`src/rtl/blk_xfer_seq.sv`:
```
module blk_xfer_seq #(
  parameter int WORD_W = 32,
  parameter int LIST_W = 8,
  parameter int SP_IDX = 13,
  parameter int LR_IDX = 14,
  parameter int PC_IDX = 15
) (
  input  logic              clk,
  input  logic              rst_n,
  input  logic              start,
  input  logic [1:0]        kind,
  input  logic [LIST_W-1:0] reg_list,
  input  logic              extra,
  input  logic [3:0]        base_idx,
  input  logic [WORD_W-1:0] base_val,
  output logic              busy,
  output logic              mem_req,
  output logic              mem_we,
  output logic [WORD_W-1:0] mem_addr,
  output logic [WORD_W-1:0] mem_wdata,
  input  logic              mem_ready,
  input  logic [WORD_W-1:0] mem_rdata,
  output logic [3:0]        rf_rd_idx,
  input  logic [WORD_W-1:0] rf_rd_data,
  output logic              rf_we,
  output logic [3:0]        rf_wr_idx,
  output logic [WORD_W-1:0] rf_wdata,
  output logic              done,
  output logic              flush,
  output logic [4:0]        cost_s,
  output logic [4:0]        cost_n,
  output logic [4:0]        cost_i
);
  localparam int MASK_W = LIST_W + 1;
  localparam int POS_W  = $clog2(MASK_W + 1);
  localparam int CNT_W  = 5;
  localparam logic [1:0] K_PUSH = 2'b00;
  localparam logic [1:0] K_POP  = 2'b01;
  localparam logic [1:0] K_STM  = 2'b10;

  typedef enum logic [1:0] {ST_IDLE, ST_XFER, ST_FIN} st_t;

  st_t               state;
  logic [1:0]        kind_q;
  logic [MASK_W-1:0] mask_q;
  logic [WORD_W-1:0] addr_q, final_q, orig_q;
  logic [3:0]        wb_q;
  logic              pcx_q;
  logic [CNT_W-1:0]  s_q, n_q, i_q;

  logic              go, accept, ext_en, pcx;
  logic [CNT_W-1:0]  lst_cnt, tot, nxt_s, nxt_n, nxt_i;
  logic [WORD_W-1:0] span;
  logic [MASK_W-1:0] low_hot, mask_nxt;
  logic [POS_W-1:0]  low_pos;
  logic [3:0]        cur_idx;

  assign go      = start && (state == ST_IDLE);
  assign ext_en  = extra && !kind[1];
  assign pcx     = (kind == K_POP) && extra;
  assign mem_req = (state == ST_XFER);
  assign accept  = mem_req && mem_ready;
  assign done    = (state == ST_FIN);
  assign busy    = (state != ST_IDLE);

  always_comb begin
    lst_cnt = '0;
    for (int i = 0; i < LIST_W; i++)
      lst_cnt = lst_cnt + CNT_W'(reg_list[i]);
    tot  = lst_cnt + CNT_W'(ext_en);
    span = WORD_W'(tot) << 2;
  end

  always_comb begin
    nxt_s = '0;
    nxt_n = '0;
    nxt_i = '0;
    if (tot != '0) begin
      if (!kind[0]) begin
        nxt_s = tot - CNT_W'(1);
        nxt_n = CNT_W'(2);
      end else begin
        nxt_s = tot + CNT_W'(pcx);
        nxt_n = CNT_W'(1) + CNT_W'(pcx);
        nxt_i = CNT_W'(1);
      end
    end
  end

  always_comb begin
    low_hot = '0;
    low_pos = '0;
    for (int i = MASK_W - 1; i >= 0; i--) begin
      if (mask_q[i]) begin
        low_hot = MASK_W'(1) << i;
        low_pos = POS_W'(i);
      end
    end
  end

  assign mask_nxt = mask_q & ~low_hot;
  assign cur_idx  = (low_pos == POS_W'(LIST_W))
                  ? ((kind_q == K_PUSH) ? 4'(LR_IDX) : 4'(PC_IDX))
                  : 4'(low_pos);

  always_ff @(posedge clk or negedge rst_n) begin
    if (!rst_n) begin
      state   <= ST_IDLE;
      kind_q  <= '0;
      mask_q  <= '0;
      addr_q  <= '0;
      final_q <= '0;
      orig_q  <= '0;
      wb_q    <= '0;
      pcx_q   <= 1'b0;
      s_q     <= '0;
      n_q     <= '0;
      i_q     <= '0;
    end else begin
      case (state)
        ST_IDLE: if (go) begin
          kind_q  <= kind;
          mask_q  <= {ext_en, reg_list};
          addr_q  <= (kind == K_PUSH) ? base_val - span : base_val;
          final_q <= (kind == K_PUSH) ? base_val - span : base_val + span;
          orig_q  <= base_val;
          wb_q    <= kind[1] ? base_idx : 4'(SP_IDX);
          pcx_q   <= pcx;
          s_q     <= nxt_s;
          n_q     <= nxt_n;
          i_q     <= nxt_i;
          state   <= (tot == '0) ? ST_FIN : ST_XFER;
        end
        ST_XFER: if (accept) begin
          mask_q <= mask_nxt;
          addr_q <= addr_q + WORD_W'(4);
          if (mask_nxt == '0) state <= ST_FIN;
        end
        default: state <= ST_IDLE;
      endcase
    end
  end

  assign mem_we    = mem_req && !kind_q[0];
  assign mem_addr  = {addr_q[WORD_W-1:2], 2'b00};
  assign rf_rd_idx = cur_idx;
  assign mem_wdata = (kind_q == K_STM && cur_idx == wb_q) ? orig_q : rf_rd_data;
  assign rf_we     = (accept && kind_q[0]) || done;
  assign rf_wr_idx = done ? wb_q : cur_idx;
  assign rf_wdata  = done ? final_q : mem_rdata;
  assign flush     = done && pcx_q;
  assign cost_s    = s_q;
  assign cost_n    = n_q;
  assign cost_i    = i_q;
endmodule


```
`config.mk`:
```
export PLATFORM = sky130hd
export DESIGN_NAME = blk_xfer_seq
export DESIGN_NICKNAME = d
export VERILOG_FILES = /design/src/rtl/blk_xfer_seq.sv
export SDC_FILE = /design/constraint.sdc
export NUM_CORES = 1
export LEC_CHECK = 0
export BUFFER_PORTS_ARGS = -buffer_cell sky130_fd_sc_hd__buf_2
export CORE_MARGIN = 5
export CORE_UTILIZATION = 48
export DETAILED_ROUTE_END_ITERATION = 8
export PLACE_DENSITY = 0.78
export SLEW_MARGIN = 15
export SYNTH_ARGS = -nofsm -noshare
export SYNTH_HDL_FRONTEND = slang
export SYNTH_SLANG_ARGS = --single-unit
```
`constraint.sdc`:
```
create_clock -name clk -period 2.6 [get_ports clk]
set_clock_uncertainty 0.2 [all_clocks]
set_input_delay 0.13 -clock clk [delete_from_list [all_inputs] [get_ports clk]]
set_output_delay 0.13 -clock clk [all_outputs]
set_load 0.05 [all_outputs]
```
=== Word-level counts from Yosys, hierarchy flattened ===
Index checks and enable logic that the tools add are counted.

* Word-level logic and storage cells: 101
* Input bits: 115
* Output and inout bits: 125
* Register bits after elaboration: 129

* Eq/ne operators: 9
* $add $sub $neg: 14
* Reduce and logical (&&, ||, !) cells: 22
* Multiplexer cells: 43
* Bitwise operators: 2

{| class="wikitable"
|+ Operators by type and width
! operator !! number
|-
| 32-bit two-way mux || 6
|-
| 9-bit two-way mux || 11
|-
| 32-bit one-hot mux with 2 select lines || 1
|-
| 4-bit two-way mux || 12
|-
| 32-bit by 3-bit adder with 32-bit output (second input constant) || 1
|-
| 32-bit by 7-bit adder with 32-bit output || 1
|-
| 32-bit by 7-bit subtractor with 32-bit output || 1
|-
| 5-bit by 1-bit adder with 5-bit output || 5
|-
| 9-bit one-hot mux with 2 select lines || 1
|-
| 2-bit two-way mux || 6
|-
| 5-bit two-way mux || 2
|-
| 9-bit AND || 1
|-
| 9-bit zero test || 1
|-
| 9-bit NOT || 1
|-
| 1-bit logical AND || 8
|-
| 2-bit zero test || 3
|-
| 3-bit AND reduction || 2
|-
| 4-bit by 1-bit adder with 5-bit output || 1
|-
| 5-bit zero test || 1
|-
| 5-bit nonzero test || 1
|-
| 5-bit by 1-bit subtractor with 5-bit output (second input constant) || 1
|-
| 3-bit by 1-bit adder with 4-bit output || 1
|-
| 2-bit by 1-bit == test with 1-bit output (second input constant) || 2
|-
| 2-bit == test (second input constant) || 2
|-
| 13 further kinds || 18
|}

=== Logic depth before layout (Yosys ltp) ===
* Depth in word-level cells: 15
* Depth in mapped cells: 16
* Depth with buffers taken out: 16

=== Worst setup path before layout ===
Ideal clock, no wire load.

* Path type: input to register
* Start point: input reg_list[0]
* End point: register final_q[27]
* Cell stages on the path: 15
* Data arrival time: 4.438 ns
* Setup slack: -2.173 ns
* Library setup time: 0.135 ns
* Required time: 2.265 ns
* Buffers on the path: 0
* Cell sequence: fa_1 > inv_1 > fa_1 > fa_1 > fa_1 > fa_1 > xor2_1 > inv_1 > ha_1 > inv_1 > o31ai_1 > nand3_1 > o32ai_1 > xnor2_1 > o21ai_0

* Cells in the longest elaborated chain, start to end: 10

{| class="wikitable"
|+ RTL lines
! what !! line !! RTL
|-
| start, declared || 12 || <nowiki>input logic [LIST_W-1:0] reg_list,</nowiki>
|-
| 1-bit by 1-bit adder with 2-bit output * || 69 || <nowiki>lst_cnt = lst_cnt + CNT_W'(reg_list[i]);</nowiki>
|-
| 2-bit by 1-bit adder with 3-bit output * || 69 ||
|-
| 3-bit by 1-bit adder with 4-bit output * || 69 ||
|-
| 4-bit by 1-bit adder with 5-bit output * || 69 ||
|-
| 5-bit by 1-bit adder with 5-bit output * (3 in a row) || 69 ||
|-
| 5-bit by 1-bit adder with 5-bit output * || 70 || <nowiki>tot = lst_cnt + CNT_W'(ext_en);</nowiki>
|-
| 32-bit by 7-bit adder with 32-bit output / 32-bit by 7-bit subtractor with 32-bit output (equally long branches) || 125 || <nowiki>final_q <= (kind == K_PUSH) ? base_val - span : base_val + span;</nowiki>
|-
| 32-bit two-way mux * || 125 ||
|-
| end signal, assigned || 125 ||
|-
| end, declared || 46 || <nowiki>logic [WORD_W-1:0] addr_q, final_q, orig_q;</nowiki>
|}

Every way passes the cells marked *; elsewhere a longest branch is shown, timed or not.
A chain may end at the register's enable or synchronous reset.

=== Worst setup path after layout ===
* Start point: input reg_list[0]
* End point: register final_q[31]

The elaborated chain is that of the path after synthesis.

==> impl_metrics.prom <==
# TYPE chip_impl_metric gauge
chip_impl_metric{name="final.setup.worst_slack",unit="ps"} -1780
chip_impl_metric{name="core_region_area",unit="sq um"} 16600
chip_impl_metric{name="yosysSeqAreaShare",unit="%"} 36.3
chip_impl_metric{name="drc",unit=""} 1
chip_impl_metric{name="area.growth.synth_to_final",unit="%"} 58.9
chip_impl_metric{name="timing_max_transition_violations_final",unit=""} 0
chip_impl_metric{name="routed_wl",unit="um"} 36600
chip_impl_metric{name="synth_area",unit="sq um"} 8130
chip_impl_metric{name="vdd_ir_drop_max",unit="V"} 0.000912
chip_impl_metric{name="total_power",unit="W"} 0.0153
chip_impl_metric{name="placed_cells_incl_taps",unit=""} 1432
chip_impl_metric{name="ant_nets",unit=""} 0
chip_impl_info{name="setup.worst_path.start",value="reg_list[0]"} 1
chip_impl_metric{name="fillers",unit=""} 950
chip_impl_metric{name="final-seq-area",unit="sq um"} 2950
chip_impl_metric{name="drt-pass1-iter-count",unit=""} 9
chip_impl_metric{name="crit_path_depth",unit=""} 18
chip_impl_metric{name="max-clock-path-buffers",unit=""} 2
chip_impl_metric{name="globalRouteTotalUtil",unit="%"} 31.7
chip_impl_metric{name="synth_mux_area_share",unit="%"} 10.4
chip_impl_info{name="status",value="finished, violations left"} 1
chip_impl_metric{name="m2_gr_usage",unit="%"} 52.1
chip_impl_info{name="violations",value="DRC, hold timing, setup timing"} 1
chip_impl_metric{name="post_synth_simple_gate_area",unit="%"} 20.8
chip_impl_metric{name="worst_setup_hold_path_clk_slew",unit="ps"} 50
chip_impl_metric{name="wire_per_inst",unit="um"} 23.8
chip_impl_metric{name="detail_route.vias_per_cell",unit=""} 6.32
chip_impl_metric{name="io-pin-count",unit=""} 240
chip_impl_metric{name="wire_length_of_the_first_global_routing_pass",unit="um"} 50100
chip_impl_info{name="root_buffer",value="clkbuf_16"} 1
chip_impl_metric{name="syn_avg_cell_area",unit="sq um"} 8.52
chip_impl_metric{name="final_hold_viol_count",unit=""} 6
chip_impl_info{name="timing.critical_path.cells",value="buf_8 -> fa_1 -> inv_2 -> fa_1 -> fa_1 -> fa_2 -> buf_4 -> nor2b_1 -> o21ai_0 -> inv_1 -> ha_1 -> buf_4 -> a21oi_1 -> o31ai_4 -> a32oi_1 -> xor2_1 -> buf_4 -> o21ai_2"} 1
chip_impl_metric{name="max_freq",unit="MHz"} 228
chip_impl_info{name="grt.busiest_layer",value="met2"} 1
chip_impl_metric{name="grt_overflow",unit=""} 0
chip_impl_info{name="grt_setup_unrepaired",value="yes"} 1
chip_impl_metric{name="final-instance-count-excl-fill",unit=""} 1534
chip_impl_metric{name="power.density_cell_area",unit="nW/um^2"} 1180
chip_impl_metric{name="syn_inst",unit=""} 954
chip_impl_info{name="critical-path-top-delay-family",value="adder cells"} 1
chip_impl_metric{name="cp_max_fo",unit=""} 4
chip_impl_metric{name="final_hold_slack",unit="ps"} -8.76
chip_impl_info{name="rr_endpoint",value="wb_q[2]"} 1
chip_impl_info{name="critical_path_class",value="in -> reg"} 1
chip_impl_metric{name="yosys.cell_types.count",unit=""} 69
chip_impl_metric{name="grt_antenna_before_repair",unit=""} 1
chip_impl_metric{name="met3_usage",unit="%"} 6.75
chip_impl_metric{name="dr_total_vias",unit=""} 9692
chip_impl_info{name="combinational_family_with_the_most_area_after_synthesis",value="simple AND/OR/NAND/NOR gates"} 1
chip_impl_metric{name="placementRows",unit=""} 47
chip_impl_metric{name="die-height",unit="um"} 140
chip_impl_info{name="tritoncts_clock_tree",value="done"} 1
chip_impl_metric{name="min_period_over_period",unit="%"} 169
chip_impl_metric{name="worst-slew-pin-transition",unit="ps"} 654
chip_impl_metric{name="max-cap-violations",unit=""} 0
chip_impl_metric{name="place.gp.congestion",unit=""} 0.953
chip_impl_metric{name="cp.arrival",unit="ps"} 4470
chip_impl_metric{name="synth_xor_area_share",unit="%"} 6.79
chip_impl_metric{name="final_period_minus_worst_setup_slack",unit="ps"} 4380
chip_impl_metric{name="use_met1",unit="%"} 42.0
chip_impl_metric{name="drt_iter0_markers",unit=""} 1427
chip_impl_metric{name="multi_input_gate_area",unit="sq um"} 5940
chip_impl_metric{name="sum_of_net_half_perimeters_after_detailed_placement",unit="um"} 21100
chip_impl_metric{name="synth_enable_flop_cells",unit=""} 0
chip_impl_metric{name="worstSkewPairLatency",unit="ps"} 420
chip_impl_info{name="min_path_type",value="in -> async"} 1
chip_impl_metric{name="slew_headroom",unit="%"} 56.1
chip_impl_metric{name="synthAdderAreaFrac",unit="%"} 4.40
chip_impl_info{name="setup.worst_path.start_class",value="primary input"} 1
chip_impl_metric{name="timing.critical_path.required",unit="ps"} 2690
chip_impl_info{name="worst_path_max_delay_cell",value="fa_1"} 1
chip_impl_metric{name="max_stage_delay",unit="ps"} 540
chip_impl_metric{name="r2r_cells",unit=""} 7
chip_impl_metric{name="setup_viol",unit=""} 102
chip_impl_metric{name="layout-drive-gt1-share",unit="%"} 45.8
chip_impl_metric{name="async_flop_share",unit="%"} 100
chip_impl_metric{name="die_x",unit="um"} 140
chip_impl_metric{name="h-tree-depth",unit=""} 4
chip_impl_metric{name="port-buffer-count",unit=""} 230
chip_impl_metric{name="via_count_of_the_first_global_routing_pass",unit=""} 8934
chip_impl_info{name="synth_top_flop_cell",value="dfrtp_1"} 1
chip_impl_info{name="setup.worst_path.end",value="final_q[31]"} 1
chip_impl_metric{name="design.final.nets",unit=""} 1438
chip_impl_metric{name="worst-r2r-setup-slack",unit="ps"} 150
chip_impl_metric{name="grt_start_max_net_pins",unit=""} 61
chip_impl_metric{name="yosys_warnings",unit=""} 0
chip_impl_metric{name="overall_die_area",unit="sq um"} 19600
chip_impl_info{name="crit-reg2reg-launch",value="state[0]"} 1
chip_impl_metric{name="synth-compound-area-share",unit="%"} 15.2
chip_impl_metric{name="p_leak",unit="nW"} 5.86
chip_impl_info{name="critical_path.endpoint_type",value="register"} 1
chip_impl_metric{name="postSynthRegisterBits",unit=""} 118
chip_impl_metric{name="cts_sink_cnt",unit=""} 118
chip_impl_metric{name="initial_core_util",unit="%"} 49.0
chip_impl_metric{name="cp_num_buf_inv",unit=""} 6
chip_impl_metric{name="cts-buffers-inserted",unit=""} 17
chip_impl_metric{name="tns",unit="ps"} -124920
[area by class of cell]
type	instances	area share, %
antenna	1	0.0194
clock buffer	25	3.92
clock inverter	7	1.09
inverter	34	1.04
multi-input combinational	733	46.0
sequential	118	22.9
tap	220	2.13
timing repair buffer	396	22.9
[layout by cell type, fill, tap and decap left out, types with 9 or more instances in the layout]
master / instances
nand3_1: 22
inv_1: 27
conb_1: 9
mux2_2: 35
ha_1: 9
o21ai_1: 30
dlygate4sd3_1: 50
buf_8: 11
buf_4: 94
nor2_1: 50
buf_6: 40
a21oi_1: 28
xnor2_1: 16
buf_2: 193
mux2_4: 33
xnor2_2: 21
nand2_1: 167
nor2_4: 11
xor2_2: 10
o21ai_0: 42
clkbuf_16: 17
nand4_1: 12
dfrtp_1: 118
xor2_1: 14
nor3_1: 11
[metal layers]
metal  wire (um)  part of all wire, %
met3        4110                   11
met2       16500                   45
met5           0                    0
met4        2530                  6.9
met1       13400                   37
[registers in the layout, summed over array words and instances (netlist names)]
register	cells
final_q	32
orig_q	30
mask_q	9
addr_q	30
cost_i	1
cost_n	2
pcx_q	1
wb_q	4
state	2
cost_s	5
kind_q	2
[per-stage QoR]
stage	cell area, sq um	worst slack (ps)	util, %
after CTS	12500	-1530	75.5
after detailed placement	10400	-2070	62.7
after global routing	12900	-1860	77.8
after global placement	10400	-1970	62.7
after floorplan	8560	-1750	-
final	12900	-1780	77.8
[repair_timing]
| item | 4_1_cts | 5_1_grt |
|---|---|---|
| buffers inserted | 12 | 9 |
| gates cloned | 3 | 0 |
| endpoints found under the setup margin | 102 | 104 |
| resized for setup | 183 | 84 |
| hold endpoints to repair | 193 | 0 |
| hold buffers | 50 | 0 |
| pin swaps | 54 | 64 |
[power by group]
part | switching (W) | internal, W
sequential | 0.000826 | 0.00275
combinational | 0.00588 | 0.00324
clock | 0.000854 | 0.00173
[logic make-up after synthesis]
kind of cell | count (synthesis)
compound gates | 199
xor+xnor | 63
fa+ha+maj | 24
buf+inv | 111
flops | 118
mux | 76
other cells | 1
simple gates | 362
[synth_stat cells, types with 7 or more instances]
cell type  number  share of area, %
a211oi_1        7              0.65
a21oi_1        35               2.2
a31oi_1        10              0.77
and2_1          9              0.69
and3_1          8              0.62
buf_4          11               1.0
clkbuf_1       56               2.6
dfrtp_1       118                36
fa_1            8               2.0
ha_1           15               2.3
inv_1          34               1.6
mux2_2         66               9.1
mux2i_1         8              0.99
nand2_1       179               8.3
nand3_1        30               1.8
nand4_1        12              0.92
nor2_1         61               2.8
nor3_1         13              0.80
nor4_1          7              0.54
o21ai_0        74               4.6
o221ai_1        9              0.97
o22ai_1        10              0.77
or3_1           8              0.62
xnor2_1        38               4.1
xor2_1         25               2.7
[how the worst min path moves through the flow]
stage | depth (start not counted) | from | end
2_1_floorplan | 0 | rst_n | addr_q[10]
3_3_place_gp | 1 | rst_n | mask_q[3]
3_5_place_dp | 1 | rst_n | mask_q[3]
4_1_cts | 2 | rst_n | mask_q[3]
5_1_grt | 4 | base_val[10] | orig_q[10]
6_report | 2 | rst_n | mask_q[3]
No activity file was read; power rests on OpenSTA's default activity.
